<file path="src/rtl/tpc_pkg.sv">
package tpc_pkg;

  typedef enum logic [1:0] {
    TPC_STOP  = 2'd0,
    TPC_FETCH = 2'd1,
    TPC_RUN   = 2'd2,
    TPC_SUSP  = 2'd3
  } tpc_state_e;

  localparam int unsigned STS_W    = 3;
  localparam int unsigned STS_JAB  = 0;
  localparam int unsigned STS_UNAV = 1;
  localparam int unsigned STS_DONE = 2;

endpackage

</file>
<file path="src/rtl/tpc_poll_timer.sv">
module tpc_poll_timer #(
  parameter int unsigned POLL_CYCLES = 16
) (
  input  logic clk,
  input  logic rst,
  input  logic run,
  output logic tick
);
  localparam int unsigned CW = $clog2(POLL_CYCLES + 1);

  logic [CW-1:0] cnt_q;

  assign tick = run && (cnt_q == CW'(POLL_CYCLES - 1));

  always_ff @(posedge clk) begin
    if (rst || !run || tick) cnt_q <= '0;
    else                     cnt_q <= cnt_q + 1'b1;
  end

  // the interval counter never passes its limit
  a_r6_cnt_bound: assert property (@(posedge clk) disable iff (rst)
    cnt_q < CW'(POLL_CYCLES));

endmodule

</file>
<file path="src/rtl/tpc_status.sv">
module tpc_status #(
  parameter int unsigned W = 3
) (
  input  logic         clk,
  input  logic         rst,
  input  logic [W-1:0] set,
  input  logic [W-1:0] clr,
  output logic [W-1:0] sts_q
);

  for (genvar i = 0; i < W; i++) begin : g_flag
    always_ff @(posedge clk) begin
      if (rst)         sts_q[i] <= 1'b0;
      else if (set[i]) sts_q[i] <= 1'b1;
      else if (clr[i]) sts_q[i] <= 1'b0;
    end

    // a flag holds unless its clear bit is written
    a_r10_sticky: assert property (@(posedge clk) disable iff (rst)
      (sts_q[i] && !clr[i]) |=> sts_q[i]);

    // a set event is never lost to a simultaneous clear
    a_r11_set_wins: assert property (@(posedge clk) disable iff (rst)
      set[i] |=> sts_q[i]);
  end

endmodule

</file>
<file path="src/rtl/tpc_fsm.sv">
module tpc_fsm
  import tpc_pkg::*;
(
  input  logic             clk,
  input  logic             rst,
  input  logic             start_en,
  input  logic             poll_req,
  input  logic             autopoll_en,
  input  logic             poll_tick,
  input  logic             fetch_done,
  input  logic             desc_own,
  input  logic             jabber,
  input  logic             frame_end,
  input  logic             frame_ioc,
  output tpc_state_e       state_q,
  output logic             stopped_q,
  output logic             fetch_req_q,
  output logic             poll_run,
  output logic [STS_W-1:0] set_flags
);

  tpc_state_e nxt;

  assign poll_run = (state_q == TPC_SUSP) && autopoll_en;

  always_comb begin
    nxt       = state_q;
    set_flags = '0;
    unique case (state_q)
      TPC_STOP: begin
        if (start_en) nxt = TPC_FETCH;
      end
      TPC_FETCH: begin
        if (!start_en) nxt = TPC_STOP;
        else if (fetch_done) begin
          if (desc_own) nxt = TPC_RUN;
          else begin
            nxt                 = TPC_SUSP;
            set_flags[STS_UNAV] = 1'b1;
          end
        end
      end
      TPC_RUN: begin
        if (frame_end) begin
          if (frame_ioc) set_flags[STS_DONE] = 1'b1;
          nxt = start_en ? TPC_FETCH : TPC_STOP;
        end
      end
      TPC_SUSP: begin
        if (!start_en) nxt = TPC_STOP;
        else if (poll_req || poll_tick) nxt = TPC_FETCH;
      end
      default: nxt = TPC_STOP;
    endcase
    if (jabber && (state_q != TPC_STOP)) begin
      nxt                = TPC_STOP;
      set_flags[STS_JAB] = 1'b1;
    end
  end

  always_ff @(posedge clk) begin
    if (rst) begin
      state_q     <= TPC_STOP;
      stopped_q   <= 1'b1;
      fetch_req_q <= 1'b0;
    end else begin
      state_q     <= nxt;
      stopped_q   <= (nxt == TPC_STOP);
      fetch_req_q <= (nxt == TPC_FETCH) && (state_q != TPC_FETCH);
    end
  end

  // an unowned descriptor suspends the engine
  a_r4_unowned_suspends: assert property (@(posedge clk) disable iff (rst)
    (state_q == TPC_FETCH && start_en && fetch_done && !desc_own && !jabber)
    |=> (state_q == TPC_SUSP));

  // jabber expiry stops an active engine
  a_r7_jabber_stops: assert property (@(posedge clk) disable iff (rst)
    (state_q != TPC_STOP && jabber) |=> (state_q == TPC_STOP && stopped_q));

  // a frame in progress is never cut short by the start bit
  a_r12_frame_holds: assert property (@(posedge clk) disable iff (rst)
    (state_q == TPC_RUN && !frame_end && !jabber) |=> (state_q == TPC_RUN));

  // without automatic polling, suspension waits for a poll demand
  a_r5_susp_waits: assert property (@(posedge clk) disable iff (rst)
    (state_q == TPC_SUSP && start_en && !autopoll_en && !poll_req && !jabber)
    |=> (state_q == TPC_SUSP && !fetch_req_q));

  // a fetch request only accompanies the fetch state
  a_r2_req_in_fetch: assert property (@(posedge clk) disable iff (rst)
    fetch_req_q |-> (state_q == TPC_FETCH));

endmodule

</file>
<file path="src/rtl/tx_proc_ctrl.sv">
module tx_proc_ctrl
  import tpc_pkg::*;
#(
  parameter int unsigned POLL_CYCLES = 16
) (
  input  logic       clk,
  input  logic       rst,
  input  logic       start_en,
  input  logic       poll_req,
  input  logic       autopoll_en,
  input  logic       fetch_done,
  input  logic       desc_own,
  input  logic       jabber_expire,
  input  logic       frame_end,
  input  logic       frame_ioc,
  input  logic [2:0] sts_clr,
  output logic       fetch_req,
  output logic [1:0] state_o,
  output logic       stopped_o,
  output logic [2:0] sts_o
);

  tpc_state_e       state_q;
  logic             poll_run;
  logic             poll_tick;
  logic [STS_W-1:0] set_flags;

  tpc_poll_timer #(.POLL_CYCLES(POLL_CYCLES)) u_timer (
    .clk  (clk),
    .rst  (rst),
    .run  (poll_run),
    .tick (poll_tick)
  );

  tpc_fsm u_fsm (
    .clk         (clk),
    .rst         (rst),
    .start_en    (start_en),
    .poll_req    (poll_req),
    .autopoll_en (autopoll_en),
    .poll_tick   (poll_tick),
    .fetch_done  (fetch_done),
    .desc_own    (desc_own),
    .jabber      (jabber_expire),
    .frame_end   (frame_end),
    .frame_ioc   (frame_ioc),
    .state_q     (state_q),
    .stopped_q   (stopped_o),
    .fetch_req_q (fetch_req),
    .poll_run    (poll_run),
    .set_flags   (set_flags)
  );

  tpc_status #(.W(STS_W)) u_status (
    .clk   (clk),
    .rst   (rst),
    .set   (set_flags),
    .clr   (sts_clr),
    .sts_q (sts_o)
  );

  assign state_o = state_q;

  // the stopped status tracks the stopped state
  a_r8_stopped_match: assert property (@(posedge clk) disable iff (rst)
    stopped_o == (state_o == 2'd0));

endmodule

</file>
<file path="config.mk">
export PLATFORM = sky130hd
export DESIGN_NAME = tx_proc_ctrl
export DESIGN_NICKNAME = d
export VERILOG_FILES = /design/src/rtl/tpc_pkg.sv /design/src/rtl/tpc_poll_timer.sv /design/src/rtl/tpc_status.sv /design/src/rtl/tpc_fsm.sv /design/src/rtl/tx_proc_ctrl.sv
export SDC_FILE = /design/constraint.sdc
export NUM_CORES = 1
export LEC_CHECK = 0
export ABC_CLOCK_PERIOD_IN_PS = 2700
export BUFFER_PORTS_ARGS = -buffer_cell sky130_fd_sc_hd__buf_2
export CAP_MARGIN = 40
export CELL_PAD_IN_SITES_DETAIL_PLACEMENT = 1
export CELL_PAD_IN_SITES_GLOBAL_PLACEMENT = 1
export CORE_MARGIN = 5
export CORE_UTILIZATION = 36
export CTS_BUF_LIST = sky130_fd_sc_hd__clkbuf_16
export DETAILED_ROUTE_END_ITERATION = 8
export PLACE_DENSITY = 0.91
export SLEW_MARGIN = 10
export SYNTH_ARGS = -nofsm -noshare
export SYNTH_HDL_FRONTEND = slang
export SYNTH_HIERARCHICAL = 1
export SYNTH_SLANG_ARGS = --single-unit
</file>
<file path="constraint.sdc">
create_clock -name clk -period 2.7 [get_ports clk]
set_input_delay 0.27 -clock clk [delete_from_list [all_inputs] [get_ports clk]]
set_output_delay 0.27 -clock clk [all_outputs]
set_load 0.005 [all_outputs]
</file>
=== Yosys cells after proc, flatten, opt, wreduce, memory -nomap -nowiden ===
Index checks and enable logic that the tools add are counted.

* Register bits: 12
* Output and inout port bits: 7
* Memories kept: 0
* Bits in latches: 0
* Memory bits (read-only): 0
* Memory bits (writable): 0

* Add/sub/neg operators: 1
* Multiply operators: 0
* Equality and inequality tests: 6
* Bitwise gates (word level): 0
* Reduce and logical (&&, ||, !) cells: 14
* Mux-type cells: 24
* Divide/modulo/power cells: 0
* Shift-type cells: 0
* Magnitude comparators: 0

{| class="wikitable"
|+ Operators by type and width
! kind !! number
|-
| 1-bit two-way mux || 16
|-
| 2-bit two-way mux || 7
|-
| 2-bit case mux with 4 select lines || 1
|-
| 2-bit nonzero test || 4
|-
| 5-bit by 1-bit adder with 5-bit output (second input constant) || 1
|-
| 5-bit by 4-bit == test with 1-bit output (second input constant) || 1
|-
| 2-bit by 1-bit == test with 1-bit output (second input constant) || 2
|-
| 2-bit == test (second input constant) || 2
|-
| 1-bit logical AND || 4
|-
| 2-bit logical NOT || 2
|-
| 1-bit logical OR || 3
|-
| 2-bit by 1-bit inequality test with 1-bit output (second input constant) || 1
|-
| 1-bit logical NOT || 1
|}

=== Logic depth before layout (Yosys ltp) ===
Gate-level depths: netlist of run 1.

* Word-level depth: 10
* Depth in mapped cells: 7
* Gate-level depth less buffers: 7

=== Hierarchy ===
The synthesis of run 1 kept the hierarchy.

{| class="wikitable"
|+ Modules (own cells, without submodules)
! module !! area an instance (µm²) !! instances !! cells each
|-
| tpc_fsm || 237.7 || 1 || 26
|-
| tpc_poll_timer || 216.5 || 1 || 21
|-
| tpc_status || 105.1 || 1 || 12
|}

=== Worst setup path before layout of run 1 ===
OpenSTA, ideal clock, no wires.

* Path type: reg2reg
* Start: register u_timer.cnt_q[0]
* End: register u_fsm.stopped_q
* Clock period less this slack: 1579 ps
* Library setup time: 122 ps
* Path slack: 1121 ps
* Arrival: 1457 ps
* Buffers on the path: 0
* Required time: 2578 ps
* Cell stages (with the launch flop): 8
* Path through: dfxtp_1 > ha_1 > and3_1 > ha_1 > and2_2 > nand4bb_1 > o211ai_2 > a21oi_1

* Cells in the longest elaborated chain, start to end: 8

{| class="wikitable"
|+ Ends and longest elaborated chain
! element !! RTL line !! text
|-
| start, declared || tpc_poll_timer.sv:11 || <nowiki>logic [CW-1:0] cnt_q;</nowiki>
|-
| start signal, assigned || tpc_poll_timer.sv:17 || <nowiki>else cnt_q <= cnt_q + 1'b1;</nowiki>
|-
| 5-bit by 4-bit == test with 1-bit output || tpc_poll_timer.sv:13 || <nowiki>assign tick = run && (cnt_q == CW'(POLL_CYCLES - 1));</nowiki>
|-
| 1-bit logical AND || tpc_poll_timer.sv:13 ||
|-
| named net poll_tick || tx_proc_ctrl.sv:25 || <nowiki>logic poll_tick;</nowiki>
|-
| 1-bit logical OR || tpc_fsm.sv:51 || <nowiki>else if (poll_req || poll_tick) nxt = TPC_FETCH;</nowiki>
|-
| 2-bit two-way mux || tpc_fsm.sv:51 ||
|-
| 2-bit two-way mux || tpc_fsm.sv:50 || <nowiki>if (!start_en) nxt = TPC_STOP;</nowiki>
|-
| 2-bit case mux with 4 select lines || tpc_fsm.sv:29 || <nowiki>unique case (state_q)</nowiki>
|-
| 2-bit two-way mux || tpc_fsm.sv:55 || <nowiki>if (jabber && (state_q != TPC_STOP)) begin</nowiki>
|-
| 2-bit logical NOT || tpc_fsm.sv:68 || <nowiki>stopped_q <= (nxt == TPC_STOP);</nowiki>
|-
| end signal, assigned || tpc_fsm.sv:68 ||
|-
| end, declared || tpc_fsm.sv:16 || <nowiki>output logic stopped_q,</nowiki>
|}

The timed path passes the listed nets, and every way through them passes these cells.
A chain may end at the register's enable or synchronous reset.

=== Worst setup path after layout of run 1 ===
* Start: register u_timer.cnt_q[0]
* End: register u_fsm.fetch_req_q

* Cells in the longest elaborated chain, start to end: 9

{| class="wikitable"
|+ Ends and longest elaborated chain
! element !! RTL line !! text
|-
| 5-bit by 4-bit == test with 1-bit output || tpc_poll_timer.sv:13 ||
|-
| 1-bit logical AND || tpc_poll_timer.sv:13 ||
|-
| named net poll_tick || tx_proc_ctrl.sv:25 ||
|-
| 1-bit logical OR || tpc_fsm.sv:51 ||
|-
| 2-bit two-way mux || tpc_fsm.sv:51 ||
|-
| 2-bit two-way mux || tpc_fsm.sv:50 ||
|-
| 2-bit case mux with 4 select lines || tpc_fsm.sv:29 ||
|-
| 2-bit two-way mux || tpc_fsm.sv:55 ||
|-
| 2-bit by 1-bit == test with 1-bit output || tpc_fsm.sv:69 || <nowiki>fetch_req_q <= (nxt == TPC_FETCH) && (state_q != TPC_FETCH);</nowiki>
|-
| 1-bit logical AND || tpc_fsm.sv:69 ||
|-
| end signal, assigned || tpc_fsm.sv:69 ||
|-
| end, declared || tpc_fsm.sv:17 || <nowiki>output logic fetch_req_q,</nowiki>
|}

The timed path passes the listed nets, and every way through them passes these cells.

==> results.py, run 1 <==
metrics = {
    "clock_network": {
        "cts_root_buffer": "clkbuf_16",
        "hold_buffers": 0,
        "cts_tree": "built",
        "clock-sinks": 12,
        "numCtsBuffers": 3,
        "clockBufferDepth": 2,
        "cts_resized": 0,
        "htreeDepth": 1,
        "cts_setup_buffers": 0,
        "worstSkewPairLatency_ps": 240,
        "clk_pin_slew_worst_paths_ps": 40,
    },
    "grt": {
        "grtUsageTotal_pct": 12.6,
        "grt_max_degree": 11,
        "grt_pass1_wl_um": 2350,
        "overflow": 0,
        "grt_pass1_vias": 525,
        "antenna_found_initial": 0,
    },
    "worst_setup_path": {
        "cp-end-kind": "register",
        "worstPathArrival_ps": 1810,
        "critical_path_peak_fanout": 4,
        "slowest_delay_ps": 320,
        "path_class": "reg -> reg",
        "path_cells": "ha_1 > and3_1 > ha_1 > and2_2 > nand4bb_1 > a21oi_1 > a211oi_1",
        "cp_common_cell": "ha_1",
        "worst_setup_path_start_kind": "register",
        "cp_slowest_cell": "dfxtp_1",
        "r2r_slack_ps": 980,
        "required_ps": 2800,
    },
    "floorplan": {
        "io_pins": 20,
        "die_area_um2": 2440,
        "start_util_pct": 37.6,
        "dieWidth_um": 49.4,
        "core_area_um2": 1490,
        "rows": 14,
        "die_h_um": 49.4,
    },
    "sta": {
        "max_freq_mhz": 583,
        "finalSetupViolations": 0,
        "worstMarginPinSlew_ps": 307,
        "min_period_ps": 1720,
        "rsz0062_at_grt": "false",
        "hold_viol_final": 0,
        "min_period_over_period_pct": 63.6,
        "fin_worst_skew_ps": 0.516,
        "relSlewSlack_pct": 79.5,
        "drv_slew": 0,
        "fin_setup_tns_ps": 0,
    },
    "yosys": {
        "synthCells": 59,
        "synth_area_um2": 559,
        "synth_top_area_cell": "dfxtp_1",
        "yosys-top-cells-area": "dfxtp_1, a21oi_1, ha_1",
        "synth-seq-cells": 12,
        "yosysTopAreaCellShare_pct": 43.0,
        "synth_seq_area_share_pct": 43.0,
        "avgSynthCellArea_um2": 9.48,
        "synth_cell_types": 28,
        "syn_nets": 74,
        "yosysWarnings": 6,
    },
    "cells_and_area": {
        "syn2layout_area_growth_pct": 32.7,
        "final_common_cell": "buf_2",
        "layout.nets": 97,
        "final_layout_size_suffix_gt1_share_pct": 35.8,
        "antenna_cells": 0,
        "layout_common_cells": "buf_2, dfxtp_1, nor2_1, inv_1, a21oi_1",
        "final_cell_count_no_fill": 97,
    },
    "routing": {
        "vias": 497,
        "drc": 0,
        "dr.pass1.iters": 4,
        "drt_iter0_drc": 7,
        "postRouteAntennaNets": 0,
        "routed_via_density": 5.12,
        "wire_per_inst_um": 14.4,
        "routed_wl_um": 1400,
    },
    "power": {
        "ir_worst_vdd_v": 0.000416,
        "p_leak_nw": 0.322,
        "p_per_area_nw_per_um2": 648,
    },
    "placed_design": {
        "dp_cells": 93,
        "port_buffers": 19,
        "post-dp-hpwl_um": 1080,
        "place.gp.congestion": 0.748,
    },
    "worst_hold_path": {
        "hold_path_class": "in -> reg",
    },
    "outcome": {
        "status": "complete, no violations",
    },
    "job": {
        "maxCapViolations": 0,
    },
}
==> registers in the layout, indices dropped and copies added, names as in the netlist <==
signal,cells
u_fsm/fetch_req_q,1
u_fsm/state_q,2
u_fsm/stopped_q,1
u_status/sts_q,3
u_timer/cnt_q,5
==> critical path: cells and delay by family, from the launching register on <==
family / cells / cell delay [ps]
AO/OA/AOI/OAI: 2 / 260
adder cells (fa/ha/maj): 2 / 430
flip-flops: 1 / 320
AND/OR/NAND/NOR: 3 / 570
==> Yosys cell counts, drive strengths merged <==
master	number
a211oi	1
a21oi	5
and2	2
and3	2
and4bb	1
buf	1
dfxtp	12
ha	2
inv	6
mux2	1
nand2	1
nand2b	3
nand3	1
nand4b	2
nand4bb	1
nor2	6
nor2b	2
nor3	2
nor4b	1
o211a	1
o211ai	1
o21ai	1
o21ba	1
or3b	2
xnor2	1
==> routing by layer <==
layer	vias up	GRT usage, %	wire, um
met5	-	0	0
met4	0	9.61	27
met3	4	3.98	77
met2	15	18.5	696
met1	229	15.0	592
li1	249	-	-
==> through the flow <==
stage	power [W]	util (%)	hold WS (ps)	setup slack, ps	area (um^2)
after floorplan	0.000200	-	339	1120	559
after global routing	0.000503	49.8	309	856	742
final	0.000481	49.8	300	983	742
after CTS	0.000489	49.8	296	977	742
after detailed placement	0.000216	44.5	458	1010	663
after global placement	0.000214	44.5	428	1050	663
==> cells by family (layout without fill, tap and decap cells) <==
family | after synthesis | count (layout) | share of synthesized area, %
simple gates | 26 | 26 | 30.4
fa+ha+maj | 2 | 2 | 4.47
mux | 1 | 1 | 2.01
flops | 12 | 12 | 43.0
buf+inv | 7 | 29 | 6.04
compound gates | 10 | 10 | 12.5
xor+xnor | 1 | 1 | 1.57
==> power breakdown <==
part | switching, W | internal [W] | total [W] | leakage [nW]
Sequential | 0.00000331 | 0.000182 | 0.000185 | 0.0974
Clock | 0.0000734 | 0.000195 | 0.000268 | 0.0385
Combinational | 0.0000133 | 0.0000145 | 0.0000278 | 0.186
==> worst paths after layout <==
kind | from | endpoint | depth (start not counted)
min reg2reg | u_timer/cnt_q[0] | u_timer/cnt_q[0] | 1
max | u_timer/cnt_q[0] | u_fsm/fetch_req_q | 7
max reg2reg | u_timer/cnt_q[0] | u_fsm/fetch_req_q | 7
min | sts_clr[0] | u_status/sts_q[0] | 3
==> cell type report <==
class / count / area (um^2)
Fill cell: 177 / 747
Multi-Input combinational cell: 40 / 285
Sequential cell: 12 / 240
Timing Repair Buffer: 19 / 95.1
Clock buffer: 3 / 75.1
Inverter: 6 / 22.5
Tap cell: 16 / 20.0
Clock inverter: 1 / 3.75
No activity file was read; power rests on OpenSTA's default activity.
==> inputs of run 2 (changes only) <==
--- a/config.mk
+++ b/config.mk
@@ -5,16 +5,16 @@
 export SDC_FILE = /design/constraint.sdc
 export NUM_CORES = 1
 export LEC_CHECK = 0
-export ABC_CLOCK_PERIOD_IN_PS = 2700
+export ABC_CLOCK_PERIOD_IN_PS = 1400
 export BUFFER_PORTS_ARGS = -buffer_cell sky130_fd_sc_hd__buf_2
 export CAP_MARGIN = 40
 export CELL_PAD_IN_SITES_DETAIL_PLACEMENT = 1
 export CELL_PAD_IN_SITES_GLOBAL_PLACEMENT = 1
 export CORE_MARGIN = 5
-export CORE_UTILIZATION = 36
+export CORE_UTILIZATION = 30
 export CTS_BUF_LIST = sky130_fd_sc_hd__clkbuf_16
 export DETAILED_ROUTE_END_ITERATION = 8
-export PLACE_DENSITY = 0.91
+export PLACE_DENSITY = 0.82
 export SLEW_MARGIN = 10
 export SYNTH_ARGS = -nofsm -noshare
 export SYNTH_HDL_FRONTEND = slang
==> constraint.sdc (replaced) <==
create_clock -name clk -period 1.4 [get_ports clk]
set_input_delay 0.14 -clock clk [delete_from_list [all_inputs] [get_ports clk]]
set_output_delay 0.14 -clock clk [all_outputs]
set_load 0.005 [all_outputs]
==> run 2 against run 1 <==
Compared with the run above:
- the flow now finishes with violations (setup timing)
- clock power increased by 88%
- critical path depth unchanged
- cell area increased by 15%
- global-route usage decreased by 0.51 points
- die area increased by 16%
- largest cell class unchanged
- flip-flop and latch count unchanged
- worst hold slack got worse by 140 ps
- worst setup slack got worse by 1000 ps
- combinational power increased by 120%
==> results.py, run 2 (same netlist as run 1, synthesis figures left out) <==
metrics = {
    "outcome": {
        "violations": "setup timing",
        "status": "finished with violations",
    },
    "sta": {
        "relSlewSlack_pct": 81.8,
        "min_period_over_period_pct": 104,
        "min_period_ps": 1460,
        "layout_setup_ws_ps": -62.7,
        "fin_worst_skew_ps": 1.57,
        "worstMarginPinSlew_ps": 271,
        "drv_slew": 0,
        "hold_viol_final": 0,
        "max_freq_mhz": 684,
        "rsz0062_at_grt": "true",
        "hold-worst-slack_ps": 162,
        "finalSetupViolations": 4,
    },
    "routing": {
        "routed_wl_um": 1460,
        "vias": 520,
        "drt_iter0_drc": 10,
        "drc": 0,
        "dr.pass1.iters": 4,
        "wire_per_inst_um": 13.0,
        "routed_via_density": 4.64,
        "postRouteAntennaNets": 0,
    },
    "grt": {
        "grt_pass1_vias": 571,
        "grtUsageTotal_pct": 12.1,
        "grt_pass1_wl_um": 2360,
        "gr-usage-met2_pct": 21.9,
        "met1_usage_pct": 12.0,
        "use_met3_pct": 4.79,
        "grt_max_degree": 10,
        "antenna_found_initial": 0,
        "overflow": 0,
        "grt-busiest-layer": "met2",
    },
    "cells_and_area": {
        "final_common_cell": "buf_2",
        "final_layout_size_suffix_gt1_share_pct": 48.3,
        "syn2layout_area_growth_pct": 53.0,
        "layout_common_cells": "buf_2, dfxtp_1, buf_4, nor2_1, inv_1",
        "top_register": "u_timer/cnt_q",
        "n_fill_cell": 212,
        "fin_area_um2": 856,
        "layout.nets": 104,
        "reg.largest.list": "u_timer/cnt_q (5), u_status/sts_q (3), u_fsm/state_q (2)",
        "largest_reg_flops": 5,
        "antenna_cells": 0,
    },
    "worst_setup_path": {
        "worst_setup_path_start_kind": "register",
        "cp-end-kind": "register",
        "crit_start": "u_timer/cnt_q[0]",
        "cp_slowest_cell": "dfxtp_2",
        "cp_common_cell": "ha_4",
        "critical_path_peak_fanout": 3,
        "regToRegStartpoint": "u_timer/cnt_q[0]",
        "path_cells": "ha_4 > and3_4 > ha_4 > and2_4 > nand4bb_4 > o211ai_2 > a21oi_1",
        "slowest_delay_ps": 330,
        "required_ps": 1510,
        "worstPathArrival_ps": 1580,
        "path_class": "reg -> reg",
    },
    "worst_hold_path": {
        "hp-start": "rst",
        "hold_path_class": "in -> reg",
    },
    "floorplan": {
        "die_h_um": 53.2,
        "start_util_pct": 32.0,
        "core_area_um2": 1750,
        "die_area_um2": 2830,
        "io_pins": 20,
        "rows": 15,
        "dieWidth_um": 53.2,
    },
    "clock_network": {
        "clockBufferDepth": 2,
        "numCtsBuffers": 3,
        "worstSkewPairLatency_ps": 240,
        "clock-sinks": 12,
        "htreeDepth": 1,
        "cts_tree": "built",
        "cts_root_buffer": "clkbuf_16",
        "clk_pin_slew_worst_paths_ps": 40,
    },
    "job": {
        "maxCapViolations": 0,
    },
    "power": {
        "p_per_area_nw_per_um2": 1080,
        "ir_worst_vdd_v": 0.000628,
        "p_leak_nw": 0.361,
    },
    "placed_design": {
        "dpl-instance-area_um2": 753,
        "place.gp.congestion": 0.749,
        "dp_slack_ps": -173,
        "port_buffers": 19,
        "post-dp-hpwl_um": 1140,
    },
}
[run 2: changes by cell type in the layout (fill, tap and decap cells not counted), sizes merged]
cell,previous run,this run
buf,19,26
clkinv,1,0
[run 2: timing repair]
action | 4_1_cts | 5_1_grt
endpoints found under the setup margin | 6 | 8
buffers inserted | 0 | 1
pin swaps | 5 | 0
hold endpoints to repair | 0 | 0
hold buffers | 0 | 0
gates resized for setup | 2 | 0
[run 2: final timing paths]
kind	endpoint	slack, ps	cells after the start
setup / recovery	u_fsm/stopped_q	-60	7
hold / removal	u_status/sts_q[0]	160	2
setup reg to reg	u_fsm/stopped_q	-60	7
hold reg to reg	u_status/sts_q[2]	470	2
[run 2: where the power goes]
part,switching (W),total (W),internal (W),leakage [nW]
Sequential,0.00000231,0.000353,0.000350,0.0985
Combinational,0.0000305,0.0000625,0.0000320,0.226
Clock,0.000135,0.000505,0.000371,0.0370
[run 2: stage by stage]
| stage | cells | setup TNS, ps | utilization [%] | power [W] |
|---|---|---|---|---|
| final | 112 | -208 | 49.0 | 0.000920 |
| after global routing | 112 | -581 | 49.0 | 0.000978 |
| after CTS | 111 | -277 | 48.6 | 0.000938 |
| after detailed placement | 108 | -509 | 43.2 | 0.000417 |
| after global placement | 108 | -250 | 43.2 | 0.000416 |
| after floorplan | 59 | -126 | - | 0.000385 |
[run 2: critical path: cells and delay by family (launching register included)]
kind	cells	cell delay [ps]
flops	1	330
fa+ha+maj	2	300
compound gates	2	240
simple gates	3	470
[run 2: metal layers]
metal	vias to the layer above	wire length, um	part of all wire, %
li1	262	-	-
met1	240	618	42
met2	18	716	49
met3	0	122	8.4
met4	0	0	0
met5	-	0	0
[run 2: cell type report]
class / count / area, um^2 / share of cell area [%]
clock buffer: 3 / 75.1 / 8.77
inverter: 6 / 22.5 / 2.63
multi-input combinational: 40 / 337 / 39.3
sequential: 12 / 243 / 28.4
tap: 25 / 31.3 / 3.65
timing repair buffer: 26 / 148 / 17.3
